$ cat src/rtl/mbx_pkg.sv
// Package: shared field positions, window offsets and CSR packing for the
// doorbell mailbox. Assumes 32-bit data and 8-bit free-running pointers.
package mbx_pkg;

    localparam int DATA_W = 32;
    localparam int PTR_W  = 8;

    // CSR bit positions
    localparam int F_IEN   = 0;
    localparam int F_IPEND = 1;
    localparam int F_RING  = 2;
    localparam int F_RDY   = 3;
    localparam int F_RSTQ  = 4;
    localparam int F_OVF   = 5;

    // Word-index of each location in a port (byte address bits 3:2)
    localparam logic [1:0] LOC_PUSH  = 2'd0;
    localparam logic [1:0] LOC_OWN   = 2'd1;
    localparam logic [1:0] LOC_POP   = 2'd2;
    localparam logic [1:0] LOC_OTHER = 2'd3;

    typedef logic [PTR_W-1:0] ptr_t;

    typedef struct packed {
        logic ovf;
        logic rstq;
        logic rdy;
        logic ipend;
        logic ien;
    } ctl_t;

    // Assemble a CSR image; the doorbell trigger always reads as 0.
    function automatic logic [DATA_W-1:0] pack_csr(input ptr_t depth,
                                                   input ptr_t wp,
                                                   input ptr_t rp,
                                                   input ctl_t c);
        logic [DATA_W-1:0] v;
        v          = '0;
        v[31:24]   = depth;
        v[23:16]   = wp;
        v[15:8]    = rp;
        v[F_IEN]   = c.ien;
        v[F_IPEND] = c.ipend;
        v[F_RDY]   = c.rdy;
        v[F_RSTQ]  = c.rstq;
        v[F_OVF]   = c.ovf;
        return v;
    endfunction

endpackage

$ cat src/rtl/mbx_ring.sv
// Module: one circular buffer of DEPTH 32-bit slots with free-running 8-bit
// pointers. Assumes DEPTH is a power of two between 2 and 128. A push when
// full and a pop when empty are ignored; flush wins over both.
module mbx_ring
    import mbx_pkg::*;
#(
    parameter int DEPTH = 8
) (
    input  logic              clk,
    input  logic              rst_n,
    input  logic              push,
    input  logic [DATA_W-1:0] push_data,
    input  logic              pop,
    input  logic              flush,
    output logic [DATA_W-1:0] head,
    output ptr_t              wp,
    output ptr_t              rp,
    output logic              full,
    output logic              empty
);
    localparam int   IDX_W  = $clog2(DEPTH);
    localparam ptr_t DEPTH8 = PTR_W'(DEPTH);

    logic [DATA_W-1:0] slots [DEPTH];
    ptr_t              fill;
    logic              push_ok;
    logic              pop_ok;

    // Occupancy and accept decisions
    always_comb begin
        fill    = wp - rp;
        full    = (fill == DEPTH8);
        empty   = (fill == '0);
        push_ok = push && !full && !flush;
        pop_ok  = pop && !empty && !flush;
        head    = slots[rp[IDX_W-1:0]];
    end

    // Slot storage, written only on an accepted push
    always_ff @(posedge clk) begin
        if (push_ok) slots[wp[IDX_W-1:0]] <= push_data;
    end

    // Pointer update: flush aligns read to write, else advance on accept
    always_ff @(posedge clk) begin
        if (!rst_n) begin
            wp <= '0;
            rp <= '0;
        end else if (flush) begin
            rp <= wp;
        end else begin
            if (push_ok) wp <= wp + 1'b1;
            if (pop_ok)  rp <= rp + 1'b1;
        end
    end

endmodule

$ cat src/rtl/mbx_side.sv
// Module: control flags of one side's CSR. Assumes one CSR write per cycle.
// Doorbell arrival beats a pending clear; a far reset beats a ready write.
module mbx_side
    import mbx_pkg::*;
(
    input  logic              clk,
    input  logic              rst_n,
    input  logic              csr_we,
    input  logic [DATA_W-1:0] csr_wd,
    input  logic              bell_in,
    input  logic              far_rst_rise,
    input  logic              ovf_hit,
    output ctl_t              ctl,
    output logic              bell_out,
    output logic              rst_rise,
    output logic              irq
);
    // Pulses generated by the current CSR write
    always_comb begin
        bell_out = csr_we && csr_wd[F_RING];
        rst_rise = csr_we && csr_wd[F_RSTQ] && !ctl.rstq;
        irq      = ctl.ien && ctl.ipend;
    end

    // Flag registers with their set/clear priorities
    always_ff @(posedge clk) begin
        if (!rst_n) begin
            ctl <= '0;
        end else begin
            if (csr_we) begin
                ctl.ien  <= csr_wd[F_IEN];
                ctl.rstq <= csr_wd[F_RSTQ];
            end
            if (far_rst_rise)                   ctl.rdy <= 1'b0;
            else if (csr_we)                    ctl.rdy <= csr_wd[F_RDY];
            if (bell_in)                        ctl.ipend <= 1'b1;
            else if (csr_we && csr_wd[F_IPEND]) ctl.ipend <= 1'b0;
            if (ovf_hit)                        ctl.ovf <= 1'b1;
            else if (csr_we && csr_wd[F_OVF])   ctl.ovf <= 1'b0;
        end
    end

endmodule

$ cat src/rtl/mbx_port.sv
// Module: address decode and registered read mux for one side's register
// port. Assumes word-aligned accesses; byte address bits 3:2 pick location.
module mbx_port
    import mbx_pkg::*;
#(
    parameter int ADDR_W = 4
) (
    input  logic              clk,
    input  logic              rst_n,
    input  logic              sel,
    input  logic              we,
    input  logic [ADDR_W-1:0] addr,
    input  logic [DATA_W-1:0] own_csr,
    input  logic [DATA_W-1:0] far_csr,
    input  logic [DATA_W-1:0] pop_head,
    input  logic              pop_empty,
    output logic              push,
    output logic              pop,
    output logic              csr_we,
    output logic [DATA_W-1:0] rdata
);
    logic [1:0]        loc;
    logic [DATA_W-1:0] rd_mux;

    // Strobe decode and read source selection
    always_comb begin
        loc    = addr[3:2];
        push   = sel && we && (loc == LOC_PUSH);
        csr_we = sel && we && (loc == LOC_OWN);
        pop    = sel && !we && (loc == LOC_POP);
        unique case (loc)
            LOC_OWN:   rd_mux = own_csr;
            LOC_OTHER: rd_mux = far_csr;
            LOC_POP:   rd_mux = pop_empty ? '0 : pop_head;
            default:   rd_mux = '0;
        endcase
    end

    // Read data register, loaded on each read access
    always_ff @(posedge clk) begin
        if (!rst_n)          rdata <= '0;
        else if (sel && !we) rdata <= rd_mux;
    end

endmodule

$ cat src/rtl/dbell_mailbox.sv
// Module: two-way doorbell mailbox. Side 0 is the host, side 1 the peer.
// Ring k carries words written by side k and read by the other side. Assumes
// both sides share one clock; any reset request flushes both rings.
module dbell_mailbox
    import mbx_pkg::*;
#(
    parameter int DEPTH  = 8,
    parameter int ADDR_W = 4
) (
    input  logic              clk,
    input  logic              rst_n,
    input  logic              hst_sel,
    input  logic              hst_we,
    input  logic [ADDR_W-1:0] hst_addr,
    input  logic [31:0]       hst_wdata,
    output logic [31:0]       hst_rdata,
    output logic              hst_irq,
    output logic              hst_bell,
    input  logic              per_sel,
    input  logic              per_we,
    input  logic [ADDR_W-1:0] per_addr,
    input  logic [31:0]       per_wdata,
    output logic [31:0]       per_rdata,
    output logic              per_irq,
    output logic              per_bell
);
    localparam int   SIDES  = 2;
    localparam ptr_t DEPTH8 = PTR_W'(DEPTH);

    logic [SIDES-1:0]              b_sel, b_we;
    logic [SIDES-1:0][ADDR_W-1:0]  b_addr;
    logic [SIDES-1:0][DATA_W-1:0]  b_wdata, b_rdata;
    logic [SIDES-1:0][DATA_W-1:0]  csr_img, ring_head;
    logic [SIDES-1:0][PTR_W-1:0]   ring_wp, ring_rp;
    logic [SIDES-1:0]              ring_push, ring_pop, ring_full, ring_empty;
    logic [SIDES-1:0]              csr_we, bell_out, rst_rise, irq;
    logic [SIDES-1:0]              side_ipend, side_rdy;
    ctl_t                          side_ctl [SIDES];
    logic                          flush_all;

    // Fold the two external ports into side-indexed vectors
    always_comb begin
        b_sel   = {per_sel, hst_sel};
        b_we    = {per_we, hst_we};
        b_addr  = {per_addr, hst_addr};
        b_wdata = {per_wdata, hst_wdata};
    end

    assign flush_all = |rst_rise;

    for (genvar k = 0; k < SIDES; k++) begin : g_side
        localparam int FAR = SIDES - 1 - k;

        mbx_ring #(.DEPTH(DEPTH)) u_ring (
            .clk       (clk),
            .rst_n     (rst_n),
            .push      (ring_push[k]),
            .push_data (b_wdata[k]),
            .pop       (ring_pop[k]),
            .flush     (flush_all),
            .head      (ring_head[k]),
            .wp        (ring_wp[k]),
            .rp        (ring_rp[k]),
            .full      (ring_full[k]),
            .empty     (ring_empty[k])
        );

        mbx_side u_flags (
            .clk          (clk),
            .rst_n        (rst_n),
            .csr_we       (csr_we[k]),
            .csr_wd       (b_wdata[k]),
            .bell_in      (bell_out[FAR]),
            .far_rst_rise (rst_rise[FAR]),
            .ovf_hit      (ring_push[k] && ring_full[k] && !flush_all),
            .ctl          (side_ctl[k]),
            .bell_out     (bell_out[k]),
            .rst_rise     (rst_rise[k]),
            .irq          (irq[k])
        );

        // CSR image: own outbound ring pointers plus own flags
        assign csr_img[k]    = pack_csr(DEPTH8, ring_wp[k], ring_rp[k], side_ctl[k]);
        assign side_ipend[k] = side_ctl[k].ipend;
        assign side_rdy[k]   = side_ctl[k].rdy;

        // Side k pushes into ring k and pops from the far ring
        mbx_port #(.ADDR_W(ADDR_W)) u_port (
            .clk       (clk),
            .rst_n     (rst_n),
            .sel       (b_sel[k]),
            .we        (b_we[k]),
            .addr      (b_addr[k]),
            .own_csr   (csr_img[k]),
            .far_csr   (csr_img[FAR]),
            .pop_head  (ring_head[FAR]),
            .pop_empty (ring_empty[FAR]),
            .push      (ring_push[k]),
            .pop       (ring_pop[FAR]),
            .csr_we    (csr_we[k]),
            .rdata     (b_rdata[k])
        );
    end

    // Drive the external outputs from side-indexed results
    always_comb begin
        hst_rdata = b_rdata[0];
        per_rdata = b_rdata[1];
        hst_irq   = irq[0];
        per_irq   = irq[1];
        hst_bell  = bell_out[1];
        per_bell  = bell_out[0];
    end

endmodule

$ cat config.mk
export PLATFORM = sky130hd
export DESIGN_NAME = dbell_mailbox
export DESIGN_NICKNAME = d
export VERILOG_FILES = /design/src/rtl/mbx_pkg.sv /design/src/rtl/mbx_ring.sv /design/src/rtl/mbx_side.sv /design/src/rtl/mbx_port.sv /design/src/rtl/dbell_mailbox.sv
export SDC_FILE = /design/constraint.sdc
export NUM_CORES = 1
export LEC_CHECK = 0
export ABC_AREA = 1
export BUFFER_PORTS_ARGS = -buffer_cell sky130_fd_sc_hd__buf_2
export CAP_MARGIN = 20
export CORE_UTILIZATION = 43
export DETAILED_ROUTE_END_ITERATION = 8
export MAX_ROUTING_LAYER = met4
export PLACE_DENSITY = 0.57
export SLEW_MARGIN = 20
export SYNTH_ARGS = -nofsm -noshare
export SYNTH_HDL_FRONTEND = slang
export SYNTH_SLANG_ARGS = --single-unit
$ cat constraint.sdc
create_clock -name clk -period 6 [get_ports clk]
set_input_delay 0.3 -clock clk [delete_from_list [all_inputs] [get_ports clk]]
set_output_delay 0.3 -clock clk [all_outputs]
set_load 0.02 [all_outputs]
**Yosys cells after proc, flatten, opt, wreduce, memory -nomap -nowiden**

Memories as Yosys holds them, arrays and structs flattened. A register that Yosys moved wholly into a read port is not among the register bits.
Cells that the tools add are included.

- Bits in registers: 106
- Bits in latches: 0
- RAM bits: 512
- ROM bits: 0
- Input bits: 78
- Output and inout bits: 68
- Logic and storage cells: 116
- Memories kept: 2

- Add/subtract/negate cells: 6
- Multiply operators: 0
- Divide/modulo/power cells: 0
- Magnitude comparators: 0
- Equal/unequal tests: 8
- Shifts and indexed selects: 0
- Mux-type cells: 24
- Bitwise logic cells: 2
- Reduce and logical (&&, ||, !) cells: 58

Memories:

| memory | depth | bits a word | read ports | clocked after Yosys merged registers in | wr ports | line | text |
|---|---|---|---|---|---|---|---|
| g_side[0].u_ring.slots | 8 | 32 | 1 | 1 | 1 | mbx_ring.sv:24 | `logic [DATA_W-1:0] slots [DEPTH];` |
| g_side[1].u_ring.slots | 8 | 32 | 1 | 1 | 1 | mbx_ring.sv:24 |  |

Operators by type and width:

| kind | number |
|---|---|
| $pmux 32 s3 | 2 |
| $mux 32 | 2 |
| $logic_and 1x1->1 | 34 |
| $add 8x1->8 const B | 4 |
| $mux 8 | 4 |
| $eq 8x4->1 const B | 2 |
| $logic_not 8->1 | 2 |
| $sub 8x8->8 | 2 |
| $mux 1 | 12 |
| $mux 3 | 4 |
| $reduce_bool 2->1 | 6 |
| $logic_not 1->1 | 9 |
| $eq 2x2->1 const B | 4 |
| $reduce_or 2->1 | 3 |
| $eq 2x1->1 const B | 2 |
| $logic_not 2->1 | 2 |
| $reduce_and 2->1 | 2 |
| $not 1->1 | 2 |

**Logic depth before layout (Yosys ltp)**

Gate-level depths: netlist (run 1).

- Depth in word-level cells: 11
- Gate-level depth with buffers: 16
- Mapped depth without buffers: 16

**Modules after synthesis**

From an unflattened synthesis (run 1), not the netlist that was laid out.

- Cell total of the unflattened synthesis: 2707
- Area, all modules: 28208.3 um2

Modules (own cells, without submodules):

| module | instances | cells each | area each (um2) | seq. area each (um2) |
|---|---|---|---|---|
| mbx_ring | 2 | 958 | 11333.4 | 8067.7 |
| mbx_port | 2 | 360 | 2536.2 | 640.6 |
| mbx_side | 2 | 31 | 216.5 | 100.1 |
| dbell_mailbox | 1 | 9 | 36.3 | 0.0 |

**Worst setup path after synthesis (run 1)**

No wires, ideal clock.

- Path kind: register to register
- Start point: register g_side[1].u_ring.rp[2]
- End point: memory g_side[1].u_ring.slots[5][0] (enable)
- Library setup time: 0.461 ns
- Arrival time: 3.867 ns
- Data required time: 5.539 ns
- Path slack: 1.672 ns
- Stages on the path, launching flop included: 13
- Buffers on the path: 0
- Clock period less this slack: 4.328 ns
- Cell sequence: dfxtp_1 > inv_1 > ha_1 > or2_1 > nand3_1 > nand3_1 > nand2_1 > nor2_2 > nand3_2 > nand2_4 > inv_4 > nand2_1 > nor3_1

- Longest elaborated chain between the ends: 7

Ends and longest elaborated chain:

| element | line | text |
|---|---|---|
| from (decl) | mbx_ring.sv:17 | `output ptr_t rp,` |
| from (signal assigned) | mbx_ring.sv:50 | `rp <= wp;` |
| from (signal assigned) | mbx_ring.sv:53 | `if (pop_ok) rp <= rp + 1'b1;` |
| $sub 8x8->8 | mbx_ring.sv:31 | `fill = wp - rp;` |
| $eq 8x4->1 | mbx_ring.sv:32 | `full = (fill == DEPTH8);` |
| $logic_not 1->1 | mbx_ring.sv:34 | `push_ok = push && !full && !flush;` |
| $logic_and 1x1->1 (2 in a row) | mbx_ring.sv:34 |  |
| $mux 1 | mbx_ring.sv:41 | `if (push_ok) slots[wp[IDX_W-1:0]] <= push_data;` |
| $mux 1 (implied by the code) | mbx_ring.sv:41 |  |
| to (decl) | mbx_ring.sv:24 |  |

Every way passes these cells.

**Worst setup path in the final report (run 1)**

- Start point: register g_side[0].u_ring.rp[2]
- End point: memory g_side[0].u_ring.slots[7][30] (enable)

- Longest elaborated chain between the ends: 7

Ends and longest elaborated chain:

| element | line |
|---|---|
| from (decl) | mbx_ring.sv:17 |
| from (signal assigned) | mbx_ring.sv:50 |
| from (signal assigned) | mbx_ring.sv:53 |
| $sub 8x8->8 | mbx_ring.sv:31 |
| $eq 8x4->1 | mbx_ring.sv:32 |
| $logic_not 1->1 | mbx_ring.sv:34 |
| $logic_and 1x1->1 (2 in a row) | mbx_ring.sv:34 |
| $mux 1 | mbx_ring.sv:41 |
| $mux 1 (implied by the code) | mbx_ring.sv:41 |
| to (decl) | mbx_ring.sv:24 |

Every way passes these cells.

==> results.ini, run 1 <==
[grt]
grt-ovfl-total=0
grt_pass1_wl_mm=109.1
grt.total_usage_pct=23.83
grt_antenna_before_repair=3
grt_max_degree=83
grt_pass1_vias=18230

[synth]
synth_commonest_cells=nand2_1 (514), edfxtp_1 (512), nor2_1 (301)
netlist_top_cells_area=edfxtp_1 (59%), dfxtp_1 (8.6%), nand2_1 (7.4%)
netlist_instances=2469
ys.flop_type=edfxtp_1
synth_warnings=0
synth_area_leader_cell=edfxtp_1
netlist-cell-type-count=41
synth_edf_count=512
synth_area_mm2=0.02620
yosysTopAreaCellShare_pct=58.68
synth_area_per_cell_um2=10.61
synth_most_common_cell=nand2_1
synthArstFlopShare_pct=0
ys_ff_latch=624
synth-seq-area-share_pct=67.24
syn-num-nets=2565

[routing]
vias=18870
wl_mm=71.78
routed_via_density=5.437
drc=0
first_iter_violations=1751
route.antenna.remaining_nets=0
post_drt_wl_per_cell_um=20.69
firstDrtPassIters=6

[worst_setup_path]
start_kind=register
worst_setup_path_end_kind=register
crit_required_ps=6280
crit_chain=inv_1 -> ha_1 -> or2_1 -> nand2_1 -> xor2_1 -> nor2_1 -> nand3_1 -> nand2_2 -> inv_2 -> nand2_1 -> nor2_4 -> buf_4
setup.worst_path.class=reg -> reg
crit_slowest_cell=nor2_4
slowest_delay_ps=760
path_delay_family=simple AND/OR/NAND/NOR gates
cp_max_fo=20
path_common_cell=nand2_1
arrival_ps=4000
path_buf_inv=3

[timing]
final-hold-violation-count=0
worst_pin_slew_ps=1029
setup_slack_ps=2281
fmax_mhz=268.9
post-route-min-period_ps=3719
max_slew_margin_pct=31.42
fin_crit_sh_pct=61.99
rsz0062_at_grt=no
finalMaxSlewViolations=0
fin_hold_ws_ps=35.15
finalClockSkew_ps=21.83
setup_viol=0
setup_tns_ps=0

[floorplan]
initial_core_util_pct=43.49
fp.dieH_um=248.8
die-area_mm2=0.06192
core_area_mm2=0.06025
rows=90
ios=146
die_x_um=248.8

[cells_and_area]
fill_cells=5351
area_growth_pct=16.09
stdcell_count=3470
fin_area_mm2=0.03042
finish.utilization_pct=50.49
layout.nets=2733
drive_gt1_share_pct=12.48

[cts]
cts_resized=0
cts.sinks=624
h-tree-depth=3
numCtsBuffers=67
clk_latency_ps=610
path_clk_slew_ps=60
root_buffer=clkbuf_16
tritoncts=built
cts_buffer_depth=3

[power_and_ir_drop]
vdd_ir_drop_max_mv=0.1831
p_per_area_mw_per_mm2=306.6
total_power_mw=9.325
total_leakage_power_nw=10.79

[placed_design]
place_inst=3289
post-dp-hpwl_mm=41.13
io_buffers=141
dpl_cell_area_mm2=0.02765
pre_cts_slack_ps=2133
routabilityCongestion=0.9064

[min_path]
hp-class=in -> reg

[flow_run]
max_cap_violations=0

[outcome]
status=finished clean

==> worst paths after layout <==
| path | cells after the start | slack [ps] | start | endpoint |
|---|---|---|---|---|
| worst max-delay path | 12 | 2280 | g_side[0].u_ring.rp[2] | g_side[0].u_ring.slots[7][30] |
| worst min-delay path | 1 | 40 | per_wdata[1] | g_side[1].u_ring.slots[5][1] |
| worst max register to register | 12 | 2280 | g_side[0].u_ring.rp[2] | g_side[0].u_ring.slots[7][30] |
| worst min register to register | 2 | 460 | g_side[0].u_port.rdata[5] | g_side[0].u_port.rdata[5] |
==> sequential cells by signal, indices dropped and copies added (netlist names), named ones only <==
register             count
g_side.u_port.rdata     64
g_side.u_ring.wp        16
g_side.u_ring.slots    512
g_side.u_flags.ctl      10
g_side.u_ring.rp        16
==> cells in the final DEF (no fill, tap or decap), types with 16 or more instances in the layout <==
cell,n
a21oi_1,190
buf_2,141
buf_4,38
clkbuf_16,69
dfxtp_1,108
dlygate4sd3_1,60
edfxtp_1,512
ha_1,18
inv_1,132
nand2_1,514
nand3_1,118
nand4_1,29
nor2_1,286
nor2_4,16
nor3_1,45
o21ai_0,176
o21ai_1,18
o221ai_1,40
o22ai_1,49
xor2_1,18
==> final cells by class <==
cell class | instances | area [µm²] | share of cell area [%]
Timing Repair Buffer | 240 | 1619 | 5.323
Clock inverter | 24 | 231.5 | 0.7610
Clock buffer | 93 | 1898 | 6.240
Tap cell | 782 | 978.4 | 3.217
Antenna cell | 3 | 7.507 | 0.02468
Sequential cell | 624 | 17630 | 57.96
Inverter | 144 | 549.3 | 1.806
Multi-Input combinational cell | 1560 | 7503 | 24.67
==> cells by family (layout without fill, tap and decap cells) <==
kind of cell | count (synthesis) | in the layout | synth area share (%)
compound gates | 481 | 481 | 10.07
xor+xnor | 19 | 19 | 0.6351
fa+ha+maj | 18 | 18 | 0.8596
buf+inv | 285 | 501 | 4.570
flops | 624 | 624 | 67.24
other cells | 0 | 3 | 0
simple gates | 1042 | 1042 | 16.62
==> power breakdown <==
group,switching [mW],leakage (nW),internal [mW]
clock network,1.67,1.05,2.35
logic,0.406,4.22,0.162
registers,0.0358,5.51,4.71
total,2.11,10.8,7.21
==> layer usage <==
metal,up-vias,track usage [%],wire [µm]
met3,96,3.365,4765
met5,-,-,0
met4,0,7.862,1711
li1,8955,-,-
met2,635,36.81,33340
met1,9180,32.44,31960
==> repair_timing <==
item,4_1_cts,5_1_grt
endpoints found under the hold margin,475,0
hold buffers,60,0
buffers inserted,0,0
Power figures use the tool's default switching activity.
==> inputs of run 2 (changes only) <==
PLACE_DENSITY = 0.59   (was 0.57)
clock period = 3 ns   (was 6 ns; I/O delays follow)
==> run 2 against run 1 <==
Net effect: non-clock buffer count up 45; setup slack worse by 2000 ps; via count up 1.2%; maximum frequency up 35%; clock-buffer cell count down 7; sequential cell count unchanged; clock power up 98%; combinational power up 120%; worst hold slack better by 63 ps; first-iteration DRC count up 3.5%; critical path depth up 1; register-to-register slack worse by 2000 ps; largest power group unchanged.
==> results.ini, run 2 (same netlist as run 1, synthesis figures left out) <==
[floorplan]
rows=90  ; unchanged
die_x_um=248.8  ; unchanged
initial_core_util_pct=43.49  ; unchanged
ios=146  ; unchanged
core_area_mm2=0.06025  ; unchanged
fp.dieH_um=248.8  ; unchanged
die-area_mm2=0.06192  ; unchanged

[worst_setup_path]
reg2reg_to=g_side[1].u_ring.slots[4][9]  ; was g_side[0].u_ring.slots[7][30]
startpoint=g_side[1].u_ring.rp[2]  ; was g_side[0].u_ring.rp[2]
start_kind=register  ; unchanged
worst_setup_path_end_kind=register  ; unchanged
cp-endpoint=g_side[1].u_ring.slots[4][9]  ; was g_side[0].u_ring.slots[7][30]
r2r_cells=13  ; was 12
arrival_ps=3050  ; was 4000 ps
cp_max_fo=24  ; was 20
regToRegSetupSlack_ps=240  ; was 2280 ps
setup.worst_path.class=reg -> reg  ; unchanged
crit_required_ps=3290  ; was 6280 ps
timing.rr.start=g_side[1].u_ring.rp[2]  ; was g_side[0].u_ring.rp[2]

[placed_design]
io_buffers=141  ; unchanged
post-dp-hpwl_mm=43.09  ; was 41.13 mm
dpl_cell_area_mm2=0.02826  ; was 0.02765 mm²
routabilityCongestion=0.9174  ; was 0.9064

[cts]
postCtsSetupRepairBufs=0  ; unchanged
cts_buffer_depth=3  ; unchanged
tritoncts=built  ; unchanged
clk_latency_ps=600  ; was 610 ps
numCtsBuffers=68  ; was 67
cts.sinks=624  ; unchanged
path_clk_slew_ps=60  ; about the same
root_buffer=clkbuf_16  ; unchanged
h-tree-depth=3  ; unchanged

[power_and_ir_drop]
total_power_mw=18.67  ; was 9.325 mW
p_per_area_mw_per_mm2=600.4  ; was 306.6 mW/mm²
total_leakage_power_nw=11.06  ; was 10.79 nW
vdd_ir_drop_max_mv=0.3694  ; was 0.1831 mV

[cells_and_area]
layout_common_cells=nand2_1 (512), edfxtp_1 (512), nor2_1 (286), a21oi_1 (190), o21ai_0 (176)  ; was nand2_1 (514), edfxtp_1 (512), nor2_1 (286), a21oi_1 (190), o21ai_0 (176)
layout.nets=2779  ; was 2,733
fin_area_mm2=0.03109  ; was 0.03042 mm²
area_growth_pct=18.65  ; was 16.09%
largest_register_ffs=512  ; unchanged
fill_cells=5267  ; was 5,351
drive_gt1_share_pct=13.50  ; was 12.48%

[routing]
first_iter_violations=1813  ; was 1,751
wl_mm=71.86  ; was 71.78 mm
drc=0  ; unchanged
vias=19090  ; was 18,870
firstDrtPassIters=5  ; was 6
post_drt_wl_per_cell_um=20.43  ; was 20.69 µm
routed_via_density=5.427  ; was 5.437
route.antenna.remaining_nets=0  ; unchanged

[timing]
rsz0062_at_grt=no  ; unchanged
max_slew_margin_pct=39.98  ; was 31.42%
final-hold-violation-count=0  ; unchanged
setup_tns_ps=0  ; unchanged
post-route-min-period_ps=2758  ; was 3719 ps
fin_crit_sh_pct=91.93  ; was 61.99%
worst_pin_slew_ps=898.2  ; was 1029 ps
setup_viol=0  ; unchanged
finalMaxSlewViolations=0  ; unchanged
finalClockSkew_ps=12.07  ; was 21.83 ps
fmax_mhz=362.6  ; was 268.9 MHz

[min_path]
hp-class=in -> reg  ; unchanged

[flow_run]
max_cap_violations=0  ; unchanged

[grt]
grt_pass1_wl_mm=109.5  ; was 109.1 mm
grt-ovfl-total=0  ; unchanged
grt_antenna_before_repair=3  ; unchanged
grt.total_usage_pct=23.84  ; was 23.83%
grt_max_degree=129  ; was 83
grt_pass1_vias=18140  ; was 18,230

[outcome]
status=finished clean  ; unchanged

-- run 2: changes by cell type in the layout (fill, tap and decap cells not counted), moves of 2 or more --
| cell | previous run | this run |
|---|---|---|
| inv_2 | 6 | 4 |
| dlygate4sd3_1 | 60 | 69 |
| nor3_4 | 0 | 2 |
| buf_12 | 0 | 26 |
| nand2_2 | 8 | 10 |
| nor3_2 | 2 | 0 |
| clkbuf_8 | 8 | 1 |
| clkinv_1 | 8 | 13 |
| nand2_1 | 514 | 512 |
| buf_4 | 38 | 48 |
| clkinvlp_4 | 0 | 4 |
| inv_6 | 1 | 3 |
-- run 2: routing by layer --
| layer | part of all wire [%] | global-route usage (%) |
|---|---|---|
| met5 | 0 | - |
| met4 | 2.1 | 7.294 |
| met3 | 7.3 | 3.438 |
| met2 | 45 | 35.24 |
| met1 | 45 | 34.04 |
-- run 2: power by group --
part	leakage [nW]	internal, mW	switching (mW)
Sequential	5.51	9.41	0.0385
Clock	1.02	4.62	3.34
Combinational	4.53	0.386	0.867
Total	11.1	14.4	4.25
-- run 2: worst min-delay path by stage --
stage / startpoint / end / slack, ps / cells after the start
3_5_place_dp: per_wdata[18] / g_side[1].u_ring.slots[6][18] / 420 / 1
6_report: per_we / g_side[1].u_port.rdata[18] / 100 / 5
4_1_cts: per_we / g_side[1].u_port.rdata[17] / 60 / 5
3_3_place_gp: per_wdata[18] / g_side[1].u_ring.slots[6][18] / 410 / 1
5_1_grt: per_we / g_side[1].u_port.rdata[18] / 100 / 5
2_1_floorplan: hst_wdata[0] / g_side[0].u_ring.slots[0][0] / 250 / 0
-- run 2: critical path: stages, from the launching register on --
cell and delay (ps):
dfxtp_1 380, inv_1 110, ha_1 370, or2_1 270, nand3_1 120, nand3_1 80, nand2_1 80, nor2_2 60
nand3_2 90, nand2_4 100, inv_4 140, nand2_2 150, nor3_4 220, buf_12 250
-- run 2: final cells by class --
cell class | instances | area [µm²] | share of cell area, %
flip-flops and latches | 624 | 17630 | 56.70
repair buffers | 285 | 2288 | 7.361
clock buffers | 86 | 1800 | 5.792
well taps | 782 | 978.4 | 3.147
diodes | 2 | 5.005 | 0.01610
clock inverters | 34 | 310.3 | 0.9982
inverters | 144 | 549.3 | 1.767
multi-input cells | 1560 | 7528 | 24.22
-- run 2: stage by stage --
step	setup WS (ps)	hold slack, ps	std cells	util (%)
2_1_floorplan	-507.7	248.9	2469	-
3_3_place_gp	174.8	413.8	3326	46.92
3_5_place_dp	124.5	419.1	3326	46.92
4_1_cts	113.3	58.65	3515	51.57
5_1_grt	8.711	103.3	3517	51.60
6_report	242.2	97.72	3517	51.60
-- run 2: what timing repair did --
action	in CTS	in global routing
resized for setup	0	4
hold buffers	69	0
endpoints found under the setup margin	0	230
hold endpoints to repair	525	0
